File: src/rtl/strap_pkg.sv
package strap_pkg;
   localparam int TP_PINS = 8;

   typedef enum logic [2:0] {
      SRC_LOW,
      SRC_CLK,
      SRC_DIV2,
      SRC_DIV4,
      SRC_DIV8
   } tp_src_e;

   // fixed debug pattern per test-point pin
   function automatic tp_src_e debug_source(input int pin);
      case (pin)
         0, 5:    return SRC_CLK;
         1:       return SRC_DIV2;
         2:       return SRC_DIV8;
         4:       return SRC_DIV4;
         default: return SRC_LOW;
      endcase
   endfunction

   // divider bit that produces a divided source
   function automatic int div_tap(input tp_src_e src);
      case (src)
         SRC_DIV4: return 1;
         SRC_DIV8: return 2;
         default:  return 0;
      endcase
   endfunction
endpackage

File: src/rtl/strap_delay_timer.sv
module strap_delay_timer #(
   parameter int SAMPLE_DELAY = 90
) (
   input  logic clk,
   input  logic rst_n,
   output logic sample_now,
   output logic done
);
   localparam int CW = $clog2(SAMPLE_DELAY + 1);

   logic [CW-1:0] cnt;

   assign sample_now = !done && (cnt == CW'(SAMPLE_DELAY - 1));

   always_ff @(posedge clk or negedge rst_n) begin
      if (!rst_n) begin
         cnt  <= '0;
         done <= 1'b0;
      end else if (!done) begin
         cnt <= cnt + 1'b1;
         if (sample_now) done <= 1'b1;
      end
   end
endmodule

File: src/rtl/strap_latch.sv
module strap_latch #(
   parameter int W = 8
) (
   input  logic         clk,
   input  logic         rst_n,
   input  logic         load,
   input  logic [W-1:0] d,
   output logic [W-1:0] q
);
   always_ff @(posedge clk or negedge rst_n) begin
      if (!rst_n)    q <= '0;
      else if (load) q <= d;
   end
endmodule

File: src/rtl/dbg_clk_divider.sv
module dbg_clk_divider #(
   parameter int STAGES = 3
) (
   input  logic              clk,
   input  logic              rst_n,
   output logic [STAGES-1:0] div
);
   always_ff @(posedge clk or negedge rst_n) begin
      if (!rst_n) div <= '0;
      else        div <= div + 1'b1;
   end
endmodule

File: src/rtl/dbg_pin_mux.sv
module dbg_pin_mux
   import strap_pkg::*;
#(
   parameter int PINS   = 8,
   parameter int STAGES = 3
) (
   input  logic              clk,
   input  logic              rst_n,
   input  logic              dbg_en,
   input  logic [STAGES-1:0] div,
   output logic [PINS-1:0]   pin_out
);
   // enable for the clock gate changes only while clk is low
   logic gate_en;

   always_ff @(negedge clk or negedge rst_n) begin
      if (!rst_n) gate_en <= 1'b0;
      else        gate_en <= dbg_en;
   end

   for (genvar i = 0; i < PINS; i++) begin : g_pin
      localparam tp_src_e SRC = debug_source(i);
      if (SRC == SRC_CLK) begin : g_clk
         assign pin_out[i] = clk & gate_en;
      end else if (SRC == SRC_LOW) begin : g_low
         assign pin_out[i] = 1'b0;
      end else begin : g_div
         assign pin_out[i] = div[div_tap(SRC)];
      end
   end
endmodule

File: src/rtl/strap_capture_dbgmux.sv
module strap_capture_dbgmux #(
   parameter int         TP_W         = 8,
   parameter int         SEL_W        = 3,
   parameter int         SAMPLE_DELAY = 90,
   parameter int         DIV_STAGES   = 3,
   parameter logic [2:0] DEBUG_CODE   = 3'b010
) (
   input  logic             clk,
   input  logic             rst_n,
   input  logic [TP_W-1:0]  tp_in,
   output logic [TP_W-1:0]  tp_out,
   output logic [TP_W-1:0]  tp_oe,
   input  logic [SEL_W-1:0] sel_in,
   output logic [SEL_W-1:0] sel_out,
   output logic [SEL_W-1:0] sel_oe,
   output logic [TP_W-1:0]  cfg_word,
   output logic             straps_valid
);
   if (TP_W != strap_pkg::TP_PINS) begin : g_bad_width
      $error("TP_W must match the fixed debug pattern width");
   end
   if (SEL_W != 3) begin : g_bad_sel
      $error("SEL_W must be 3");
   end
   if (SAMPLE_DELAY < 2) begin : g_bad_delay
      $error("SAMPLE_DELAY must be at least 2");
   end
   if (DIV_STAGES < 3) begin : g_bad_div
      $error("DIV_STAGES must cover the divide-by-8 tap");
   end

   logic                  sample_now;
   logic                  done;
   logic [SEL_W-1:0]      sel_q;
   logic [TP_W-1:0]       tp_q;
   logic [DIV_STAGES-1:0] div;
   logic                  dbg_en;

   strap_delay_timer #(.SAMPLE_DELAY(SAMPLE_DELAY)) u_timer (
      .clk(clk), .rst_n(rst_n), .sample_now(sample_now), .done(done)
   );

   strap_latch #(.W(TP_W)) u_tp_latch (
      .clk(clk), .rst_n(rst_n), .load(sample_now), .d(tp_in), .q(tp_q)
   );

   strap_latch #(.W(SEL_W)) u_sel_latch (
      .clk(clk), .rst_n(rst_n), .load(sample_now), .d(sel_in), .q(sel_q)
   );

   dbg_clk_divider #(.STAGES(DIV_STAGES)) u_div (
      .clk(clk), .rst_n(rst_n), .div(div)
   );

   assign dbg_en = done && (sel_q == DEBUG_CODE);

   dbg_pin_mux #(.PINS(TP_W), .STAGES(DIV_STAGES)) u_mux (
      .clk(clk), .rst_n(rst_n), .dbg_en(dbg_en), .div(div), .pin_out(tp_out)
   );

   assign tp_oe        = {TP_W{dbg_en}};
   assign sel_oe       = {SEL_W{done}};
   assign sel_out      = sel_q;
   assign cfg_word     = tp_q;
   assign straps_valid = done;
endmodule

File: config.mk
export PLATFORM = sky130hd
export DESIGN_NAME = strap_capture_dbgmux
export DESIGN_NICKNAME = d
export VERILOG_FILES = /design/src/rtl/strap_pkg.sv /design/src/rtl/strap_delay_timer.sv /design/src/rtl/strap_latch.sv /design/src/rtl/dbg_clk_divider.sv /design/src/rtl/dbg_pin_mux.sv /design/src/rtl/strap_capture_dbgmux.sv
export SDC_FILE = /design/constraint.sdc
export NUM_CORES = 1
export LEC_CHECK = 0
export ABC_CLOCK_PERIOD_IN_PS = 1800
export BUFFER_PORTS_ARGS = -buffer_cell sky130_fd_sc_hd__buf_2
export CAP_MARGIN = 25
export CORE_MARGIN = 2
export CORE_UTILIZATION = 40
export DETAILED_ROUTE_END_ITERATION = 16
export GPL_TIMING_DRIVEN = 0
export PLACE_DENSITY = 0.71
export SLEW_MARGIN = 5
export SYNTH_ARGS = -nofsm -noshare
export SYNTH_HDL_FRONTEND = slang
export SYNTH_SLANG_ARGS = --single-unit
File: constraint.sdc
create_clock -name clk -period 1.8 [get_ports clk]
set_input_delay 0.36 -clock clk [delete_from_list [all_inputs] [get_ports clk]]
set_output_delay 0.36 -clock clk [all_outputs]
set_load 0.1 [all_outputs]
==> run summary <==
• finished, violations left — result of the run
• negative setup slack — violated checks
• 3930 µm — wire length of the first global-routing pass
• 44 — I/O pin total
• 13.5 ps — clock tree skew after final layout
• 0 — grt ovf
• 1750 µm² — cell area after layout
• 0.000218 W — switching power summed over all nets
• 420 ps — latest clock arrival within the worst-skew pair
• 19 — row count
• 0.000665 W — Cell Int Power
• 17.5% — Total Routing Usage GR
• 0.872 nW — leakage
• 2370 µm — Post-Route WL
• 0 — Antenna Cells
• 24.7% — switch share
• 49.8% — area share of the leading cell type in the synthesized netlist
• 77 — number of standard cells after synthesis
• 0 — residual antenna-violating net count after detailed routing
• 58.5% — Layout Area Growth over Synthesis
• -100 ps — worst-case register-to-register setup slack
• tp_out[0] — critical path endpoint
• sky130_fd_sc_hd__dfrtp_1 — cell with the most instances after synthesis
• reg2out — type of the worst setup path
• 504 nW/µm² — Power Density
• 12 — Finish-stage setup viols
• sky130_fd_sc_hd__dfrtp_1, sky130_fd_sc_hd__mux2_4, sky130_fd_sc_hd__buf_4 — largest cells by area after synthesis
• met4 — top layer in use
• 0.560 mV — maximum VDD drop
• 65.3% — core occupancy in the finished layout
• 66.2% — relative max-transition margin
• done — TritonCTS clock tree
• 52.0% — portion of the post-synthesis area used by sequential elements
• 24 — largest net degree at the start of global routing
• 0 — number of enable flip-flop cells after synthesis
• sky130_fd_sc_hd__dfrtp_1 — top cell type by total area after synthesis
• 6.4% — portion of total power attributed to combinational logic
• 1410 µm² — Area after DPL
• 25 — synth unique cells
• 56.6 µm — vertical die dimension
• 507 ps — actual transition at the worst max-transition pin
• 197 — filler cell count
• 167 — number of cells in the finished layout apart from fillers
• 4.61 — routed via count divided by cell count
• yes — unrepaired setup endpoints after global routing
• 856 — number of global-route vias before repair
• 430 ps — stage delay of the slowest cell on the critical path
• 13 — Initial DRC Count
• 0 — antenna violations before repair
• 0 — number of max-slew violations in the final report
• sky130_fd_sc_hd__dfrtn_1 — Critical Path Slowest Stage Cell
• 0 — final hold violation count
• 23 — number of synthesized register bits
• sky130_fd_sc_hd__dfrtp_1 — leading register cell type out of synthesis
• 58.4% — part of the total power dissipated in sequential elements
• 68.4% — fraction of layout cells with a size suffix above 1
• 0 — max capacitance violation total
• 0 — total DRC errors in the routed layout
• 3200 µm² — Die Area
• 187 µm — wire length on met3
• u_timer.done$_DFF_PN0_ — Reg2Reg Launch Point
• 744 µm — WL met1
• primary output — Setup crit end kind
• 2690 µm² — Core ar.
• 152 — net count reported at finish
• 2210 ps — Arr. time, crit path
• 3 — depth of the worst register-to-register path
• 35.1% — fraction of power consumed by the clock network
• sky130_fd_sc_hd__dfrtp_1, sky130_fd_sc_hd__buf_4, sky130_fd_sc_hd__mux2_4, sky130_fd_sc_hd__xnor2_1, sky130_fd_sc_hd__ha_1 — Post-synth top cells
• 150 — instance count after placement with tap cells included
• and2_4 -> buf_8 -> buf_12 — cells along the critical path
• 40 — count of buffers from port buffering
• 14.4 µm² — mean area per synthesized cell
• -769 ps — slack of the critical path
• 4 — first-pass iteration count of the detailed router
• u_mux.gate_en$_DFF_NN0_ — launching element of the worst setup path
• 1110 µm² — synthesized area
• 1440 ps — data required time of the critical path
• 1410 µm — placed wire-length estimate
• 130 ps — clock transition at the register clock pins on the worst setup and hold paths after CTS
• 0.000884 W — Final Total Pwr
• 14.2 µm — Routed WL per cell
• flip-flop — CP Launch Type
• u_mux.gate_en$_DFF_NN0_ — worst r2r dst
• 2 — largest fanout of any net on the critical path
• in2reg — Hold Path Class
• 0 — warnings from Yosys
• 770 — total number of vias
• 156 ps — Hold Worst Slack
• 41.2% — initial standard-cell utilization of the core
• 1310 µm — detailed-routed wire length on met2
• 0.672 — weighted congestion at the end of routability-driven global placement
• 56.6 µm — Die Span X
• 100% — share of synthesized flip-flops with an asynchronous set or reset
## critical path, delay by kind of cell (launching register included)
family | cells | cell delay [ps]
simple gates | 1 | 180
flops | 1 | 430
buf+inv | 2 | 270
## area by class of cell
| class | instances | area, µm² | share of cell area (%) |
|---|---|---|---|
| buffer | 12 | 121 | 6.92 |
| timing repair buffer | 49 | 437 | 24.9 |
| clock inverter | 1 | 5.00 | 0.286 |
| sequential | 23 | 586 | 33.4 |
| clock buffer | 12 | 148 | 8.42 |
| tap | 31 | 38.8 | 2.21 |
| inverter | 2 | 7.51 | 0.428 |
| multi-input combinational | 37 | 410 | 23.4 |
## logic make-up (layout without fill, tap and decap cells)
logic type / after synthesis / in the layout / share of synthesized area (%)
AOI/OAI and AO/OA: 1 / 1 / 0.679
xor gates and xnor gates: 7 / 7 / 5.54
adders and majority gates: 3 / 3 / 3.39
buffers and inverters: 19 / 76 / 13.1
DFF: 23 / 23 / 52.0
muxes: 12 / 12 / 15.5
other: 1 / 3 / 0.339
and+or+nand+nor: 11 / 11 / 9.39
## routing by layer
layer	up-vias	GRT usage (%)
li1	351	-
met2	37	28.2
met1	369	15.8
met3	13	9.91
met4	0	13.9
met5	-	0
## how the worst min path moves through the flow
stage / start / end / depth (start not counted)
3_5_place_dp: rst_n / u_tp_latch.q[3]$_DFFE_PN0P_ / 1
5_1_grt: tp_in[3] / u_tp_latch.q[3]$_DFFE_PN0P_ / 2
3_3_place_gp: rst_n / u_tp_latch.q[7]$_DFFE_PN0P_ / 1
2_1_floorplan: rst_n / u_div.div[0]$_DFF_PN0_ / 0
4_1_cts: sel_in[1] / u_sel_latch.q[1]$_DFFE_PN0P_ / 2
6_report: sel_in[1] / u_sel_latch.q[1]$_DFFE_PN0P_ / 2
## cells in the final DEF (no fill, tap or decap), drive strengths merged
| master | instances |
|---|---|
| buf | 66 |
| dfrtp | 22 |
| mux2 | 11 |
| clkbuf | 6 |
| xnor2 | 5 |
| ha | 3 |
| conb | 3 |
| xor2 | 2 |
| inv | 2 |
| nand2 | 2 |
| nor4bb | 1 |
| and2 | 1 |
| nand4bb | 1 |
| o21bai | 1 |
| nor3 | 1 |
| nand4b | 1 |
| nor2 | 1 |
| and3b | 1 |
| nand2b | 1 |
| nand4 | 1 |
| mux2i | 1 |
| clkinv | 1 |
| dlygate4sd3 | 1 |
| dfrtn | 1 |
## state kept, by name (all words and copies together) (netlist names)
name and cells:
u_timer.cnt 7, u_mux.gate_en 1, u_timer.done 1, u_tp_latch.q 8
u_div.div 3, u_sel_latch.q 3
## power groups by stage
stage               logic [W]  clock network [W]  registers, W
floorplan           0.0000327        0.000000461      0.000527
global placement    0.0000546        0.000000462      0.000527
detailed placement  0.0000554        0.000000462      0.000527
CTS                 0.0000570           0.000330      0.000517
global route        0.0000619           0.000357      0.000517
finish              0.0000567           0.000310      0.000517
## through the flow
stage                     setup TNS (ps)  worst slack [ps]
after floorplan                    -1770              -385
after global placement             -2340              -459
after detailed placement           -2810              -486
after CTS                          -3490              -790
after global routing               -4460              -810
final                              -3620              -769
## repair_timing
action                                  in CTS  in global routing
pin swaps                                    2                  2
endpoints found under the setup margin      12                 15
cloned                                       0                  0
hold endpoints to repair                    22                  0
resized for setup                           50                 11
setup buffers                                9                  3
hold buffers                                 1                  0
No activity file was read; power rests on OpenSTA's default activity.
